`config.mk`:
```
export PLATFORM = sky130hd
export DESIGN_NAME = cwf_refill_ctrl
export DESIGN_NICKNAME = d
export VERILOG_FILES = /design/src/rtl/rfl_pkg.sv /design/src/rtl/rfl_wrap_ctr.sv /design/src/rtl/rfl_arrival.sv /design/src/rtl/cwf_refill_ctrl.sv
export SDC_FILE = /design/constraint.sdc
export NUM_CORES = 1
export LEC_CHECK = 0
export ABC_AREA = 1
export ABC_CLOCK_PERIOD_IN_PS = 1350
export BUFFER_PORTS_ARGS = -buffer_cell sky130_fd_sc_hd__buf_2
export CORE_MARGIN = 2
export CORE_UTILIZATION = 42
export DETAILED_ROUTE_END_ITERATION = 7
export GPL_TIMING_DRIVEN = 1
export PLACE_DENSITY = 0.78
export SLEW_MARGIN = 20
export SYNTH_ARGS = -nofsm -noshare
export SYNTH_HDL_FRONTEND = slang
export SYNTH_SLANG_ARGS = --single-unit
export TNS_END_PERCENT = 10
```
`constraint.sdc`:
```
create_clock -name clk -period 1.35 [get_ports clk]
set_input_delay 0.135 -clock clk [delete_from_list [all_inputs] [get_ports clk]]
set_output_delay 0.135 -clock clk [all_outputs]
set_load 0.005 [all_outputs]
```
`src/rtl/rfl_pkg.sv`:
```
package rfl_pkg;
   typedef enum logic {
      ORDER_SEQ = 1'b0,
      ORDER_CWF = 1'b1
   } fill_order_e;

   function automatic int idx_bits(input int n);
      return (n <= 2) ? 1 : $clog2(n);
   endfunction
endpackage

```
`src/rtl/rfl_wrap_ctr.sv`:
```
module rfl_wrap_ctr #(
   parameter int WORDS = 8,
   localparam int IDX_W = rfl_pkg::idx_bits(WORDS)
) (
   input  logic             clk,
   input  logic             rst_n,
   input  logic             load,
   input  logic [IDX_W-1:0] load_val,
   input  logic             step,
   output logic [IDX_W-1:0] idx
);
   localparam logic [IDX_W-1:0] LAST = IDX_W'(WORDS - 1);
   localparam bit POW2 = (WORDS == (1 << IDX_W));

   logic [IDX_W-1:0] idx_q;
   logic [IDX_W-1:0] idx_nxt;

   generate
      if (POW2) begin : g_pow2
         always_comb idx_nxt = idx_q + 1'b1;
      end else begin : g_wrap
         always_comb idx_nxt = (idx_q == LAST) ? '0 : idx_q + 1'b1;
      end
   endgenerate

   always_ff @(posedge clk) begin
      if (!rst_n)    idx_q <= '0;
      else if (load) idx_q <= load_val;
      else if (step) idx_q <= idx_nxt;
   end

   assign idx = idx_q;
endmodule

```
`src/rtl/rfl_arrival.sv`:
```
module rfl_arrival #(
   parameter int WORDS  = 8,
   parameter int LINE_W = 10,
   localparam int IDX_W = rfl_pkg::idx_bits(WORDS)
) (
   input  logic              clk,
   input  logic              rst_n,
   input  logic              clear,
   input  logic              mark,
   input  logic [IDX_W-1:0]  mark_idx,
   input  logic              active,
   input  logic [LINE_W-1:0] fill_line,
   input  logic              probe_valid,
   input  logic [LINE_W-1:0] probe_line,
   input  logic [IDX_W-1:0]  probe_word,
   output logic              probe_stall
);
   logic [WORDS-1:0] landed_q;
   logic             word_in;

   always_ff @(posedge clk) begin
      if (!rst_n || clear) begin
         landed_q <= '0;
      end else begin
         for (int i = 0; i < WORDS; i++) begin
            if (mark && (mark_idx == IDX_W'(i))) landed_q[i] <= 1'b1;
         end
      end
   end

   always_comb begin
      word_in = 1'b0;
      for (int i = 0; i < WORDS; i++) begin
         if (probe_word == IDX_W'(i)) word_in = landed_q[i];
      end
   end

   assign probe_stall = probe_valid && active && (probe_line == fill_line) && !word_in;
endmodule

```
`src/rtl/cwf_refill_ctrl.sv`:
```
module cwf_refill_ctrl #(
   parameter int WORDS  = 8,
   parameter int DATA_W = 32,
   parameter int LINE_W = 10,
   localparam int IDX_W = rfl_pkg::idx_bits(WORDS)
) (
   input  logic              clk,
   input  logic              rst_n,
   input  logic              miss_valid,
   input  logic [LINE_W-1:0] miss_line,
   input  logic [IDX_W-1:0]  miss_word,
   input  logic              miss_cwf,
   output logic              busy,
   output logic              mem_req_valid,
   output logic [LINE_W-1:0] mem_req_line,
   output logic [IDX_W-1:0]  mem_req_start,
   input  logic              mem_rsp_valid,
   input  logic [DATA_W-1:0] mem_rsp_data,
   output logic              wr_en,
   output logic [IDX_W-1:0]  wr_word,
   output logic [DATA_W-1:0] wr_data,
   output logic              cpu_data_valid,
   output logic [DATA_W-1:0] cpu_data,
   output logic              cpu_stall,
   output logic              line_valid,
   output logic              fill_done,
   input  logic              probe_valid,
   input  logic [LINE_W-1:0] probe_line,
   input  logic [IDX_W-1:0]  probe_word,
   output logic              probe_stall
);
   import rfl_pkg::*;

   localparam logic [IDX_W-1:0] LAST = IDX_W'(WORDS - 1);

   generate
      if (WORDS < 2) begin : g_bad_words
         $error("cwf_refill_ctrl: WORDS must be at least 2");
      end
      if (DATA_W < 1) begin : g_bad_data
         $error("cwf_refill_ctrl: DATA_W must be positive");
      end
      if (LINE_W < 1) begin : g_bad_line
         $error("cwf_refill_ctrl: LINE_W must be positive");
      end
   endgenerate

   fill_order_e      order;
   logic             accept;
   logic [IDX_W-1:0] start_word;
   logic             busy_q, req_q, stall_q, lval_q;
   logic [LINE_W-1:0] line_q;
   logic [IDX_W-1:0] crit_q, start_q, cnt_q;
   logic [IDX_W-1:0] cur_idx;
   logic             take, last_take, crit_take;

   assign order      = miss_cwf ? ORDER_CWF : ORDER_SEQ;
   assign accept     = miss_valid && !busy_q;
   assign start_word = (order == ORDER_CWF) ? miss_word : '0;

   assign take      = mem_rsp_valid && busy_q;
   assign last_take = take && (cnt_q == LAST);
   assign crit_take = take && (cur_idx == crit_q);

   always_ff @(posedge clk) begin
      if (!rst_n) begin
         busy_q  <= 1'b0;
         req_q   <= 1'b0;
         stall_q <= 1'b0;
         lval_q  <= 1'b0;
         line_q  <= '0;
         crit_q  <= '0;
         start_q <= '0;
         cnt_q   <= '0;
      end else if (accept) begin
         busy_q  <= 1'b1;
         req_q   <= 1'b1;
         stall_q <= 1'b1;
         lval_q  <= 1'b0;
         line_q  <= miss_line;
         crit_q  <= miss_word;
         start_q <= start_word;
         cnt_q   <= '0;
      end else begin
         req_q <= 1'b0;
         if (crit_take) stall_q <= 1'b0;
         if (take)      cnt_q   <= cnt_q + 1'b1;
         if (last_take) begin
            busy_q <= 1'b0;
            lval_q <= 1'b1;
         end
      end
   end

   rfl_wrap_ctr #(.WORDS(WORDS)) u_idx (
      .clk      (clk),
      .rst_n    (rst_n),
      .load     (accept),
      .load_val (start_word),
      .step     (take),
      .idx      (cur_idx)
   );

   rfl_arrival #(.WORDS(WORDS), .LINE_W(LINE_W)) u_arr (
      .clk         (clk),
      .rst_n       (rst_n),
      .clear       (accept),
      .mark        (take),
      .mark_idx    (cur_idx),
      .active      (busy_q),
      .fill_line   (line_q),
      .probe_valid (probe_valid),
      .probe_line  (probe_line),
      .probe_word  (probe_word),
      .probe_stall (probe_stall)
   );

   assign busy           = busy_q;
   assign mem_req_valid  = req_q;
   assign mem_req_line   = line_q;
   assign mem_req_start  = start_q;
   assign wr_en          = take;
   assign wr_word        = cur_idx;
   assign wr_data        = mem_rsp_data;
   assign cpu_data_valid = crit_take;
   assign cpu_data       = mem_rsp_data;
   assign cpu_stall      = stall_q;
   assign line_valid     = lval_q;
   assign fill_done      = last_take;
endmodule

```
==> impl_metrics.env <==
export IMPL_cts_max_path_buffers=2
export IMPL_via_per_inst=4.48
export IMPL_start_util=0.436
export IMPL_ant_nets=0
export IMPL_route_detailed_drc=0
export IMPL_clock_skew_ns=0.00578
export IMPL_rows=26
export IMPL_clk_latency_ns=0.28
export IMPL_cts_htree_levels=2
export IMPL_overflow=0
export IMPL_grt_max_degree=23
export IMPL_dr_pass1_iters=4
export IMPL_drv_slew=0
export IMPL_holdWs_ns=0.0384
export IMPL_min_path_cells=3
export IMPL_fillerInstances=522
export IMPL_ios=152
export IMPL_clock_sinks=34
export IMPL_netlist_area_um2=2220
export IMPL_final_min_clock_period_ns=1.47
export IMPL_syn_area_per_cell_um2=7.47
export IMPL_synth_top_family_by_area="buffers and inverters"
export IMPL_violations="setup timing"
export IMPL_min_from="miss_line[9]"
export IMPL_critPathArrivalTime_ns=1.34
export IMPL_netlist_instances=298
export IMPL_fin_crit_sh=1.09
export IMPL_setup_violations=2
export IMPL_wirelength_um=4410
export IMPL_worstSetupStartpointType="flip-flop"
export IMPL_p_total_w=0.00222
export IMPL_synthTopCellsByCount="buf_4, nand2_1, inv_1, dfxtp_1, nor2_1"
export IMPL_place_congestion=0.796
export IMPL_numCtsBuffers=5
export IMPL_core_um2=5110
export IMPL_syn_to_final_growth_pct=-0.0564
export IMPL_ys_warn_count=0
export IMPL_synthSimpleGateAreaFrac=0.204
export IMPL_fmax_ghz=0.678
export IMPL_grt_pass1_vias=1506
export IMPL_cpMaxStageDelayCell="dfxtp_2"
export IMPL_synth_distinct_cells=24
export IMPL_power_density_nw_per_um2=998
export IMPL_fin_ws_ns=-0.124
export IMPL_path_cells="inv_2, nand2_1, nand2_1, inv_1, nand2_1, nor2_1, nand3_2, nor2_2, buf_2"
export IMPL_cts_tree="yes"
export IMPL_crit_path_max_fanout=3
export IMPL_startpoint="mem_req_line[0]$_SDFFE_PN0P_"
export IMPL_endpoint_kind="output pin"
export IMPL_hold_violations=0
export IMPL_port_buffer_count=55
export IMPL_synth_xor_area_frac=0.0118
export IMPL_synthTopCellsByArea="dfxtp_1, buf_4, nand2_1"
export IMPL_dpl_cell_area_um2=2060
export IMPL_die_y_um=76.8
export IMPL_grtUsageTotal=0.150
export IMPL_timing_max_cap_violations=0
export IMPL_synth_area_leader_cell="dfxtp_1"
export IMPL_muxShareOfSynthArea=0
export IMPL_synth_flop_cell="dfxtp_1"
export IMPL_dieWidth_um=76.8
export IMPL_tightestPinTransition_ns=0.316
export IMPL_nNetsFinal=369
export IMPL_worstSetupPathType="flip-flop to output pin"
export IMPL_synth_most_common_cell="buf_4"
export IMPL_drive_gt1_frac=0.389
export IMPL_antenna_found_initial=0
export IMPL_drt_iter0_markers=63
export IMPL_rr_worst_depth=5
export IMPL_synth_edf_count=0
export IMPL_slew_limit_headroom=0.789
export IMPL_synth_compound_area_frac=0.109
export IMPL_clk_pin_slew_ns=0.06
export IMPL_die_area_um2=5900
export IMPL_wl_per_cell_um=12.0
export IMPL_synth_seq_area_share=0.306
export IMPL_slowest_delay_ns=0.34
export IMPL_dpl_hpwl_um=3390
export IMPL_status="finished, violations left"
export IMPL_ys_ff_latch=34
export IMPL_post_route_cell_area_um2=2220
export IMPL_synth_top_area_share=0.306
export IMPL_rsz0062_at_grt="true"
export IMPL_crit_top_cell="nand2_1"
export IMPL_vias=1639
export IMPL_synth_fp_nets=370
export IMPL_grt_first_pass_wirelength_um=6970
export IMPL_async_flop_share=0
export IMPL_required_ns=1.22
export IMPL_cts_root_buf="clkbuf_8"
export IMPL_synthAdderAreaFrac=0.0450
export IMPL_diodes=0
export IMPL_r2r_start="busy$_SDFFE_PN0P_"
export IMPL_p_leak_nw=1.12
export IMPL_vdd_drop_max_uv=714
export IMPL_holdCritPathClass="input pin to flip-flop"
==> metal layers <==
| metal | GRT usage | wire, um |
|---|---|---|
| met1 | 0.163 | 1750 |
| met2 | 0.243 | 2090 |
| met3 | 0.0553 | 346 |
| met4 | 0.0982 | 221 |
| met5 | 0 | 0 |
==> cells in the final DEF (no fill, tap or decap), types with 3 or more instances in the layout <==
cell,netlist,final
buf_2,0,55
nand2_1,58,54
inv_1,41,33
dfxtp_1,34,25
nor2_1,19,17
a21oi_1,15,15
nand3_1,13,12
inv_2,3,10
o21ai_2,10,10
dfxtp_2,0,9
o21ai_0,7,7
ha_1,8,6
clkbuf_8,0,6
buf_4,64,5
nand2_2,0,4
a31oi_1,4,4
nand2_4,4,3
==> cell type report <==
class / instances / area (um^2) / share of cell area
flip-flops and latches: 34 / 692 / 0.311
well taps: 70 / 87.6 / 0.0394
repair buffers: 62 / 335 / 0.151
multi-input cells: 150 / 856 / 0.385
clock buffers: 6 / 82.6 / 0.0371
inverters: 44 / 170 / 0.0765
==> stage by stage <==
stage	TNS, ns	util	instances	setup WS [ns]
floorplan	0	-	298	0.153
global placement	0	0.403	357	0.164
detailed placement	0	0.403	357	0.149
CTS	-0.174	0.426	363	-0.112
global route	-0.453	0.435	366	-0.260
finish	-0.185	0.435	366	-0.124
==> power breakdown <==
part           total (W)  internal, W  switching (W)
Combinational   0.000388     0.000166       0.000222
Clock           0.000740     0.000393       0.000347
Sequential       0.00109      0.00105      0.0000368
Total            0.00222      0.00161       0.000606
==> worst paths after layout <==
check	to	slack [ns]
worst min-delay path	mem_req_line[9]$_SDFFE_PN0P_	0.04
worst max-delay path	probe_stall	-0.12
worst min register to register	line_valid$_SDFFE_PP0P_	0.44
worst max register to register	crit_q[2]$_SDFFE_PN0P_	0.16
==> what timing repair did <==
item | in CTS | in global routing
pin swaps | 1 | 9
setup endpoints to repair | 4 | 4
buffers inserted | 0 | 3
gates resized for setup | 18 | 13
hold buffers | 0 | 0
==> logic make-up after synthesis <==
family                   after synthesis
AO/OA/AOI/OAI                         39
flip-flops                            34
XOR/XNOR                               3
adder cells (fa/ha/maj)                8
AND/OR/NAND/NOR                      100
buffers and inverters                114
==> worst max-delay path: cells and delay by family, from the launching register on <==
kind | cells | cell delay (ns)
AND/OR/NAND/NOR | 6 | 0.49
flip-flops | 1 | 0.34
buffers and inverters | 3 | 0.22
==> registers in the layout, indices dropped and copies added, names as in the netlist <==
name and count:
busy 1, u_arr.landed_q 8, crit_q 3, cnt_q 3, mem_req_line 10, u_idx.idx 3, line_valid 1, cpu_stall 1
mem_req_start 3, mem_req_valid 1
(Power assumes the default switching activity.)
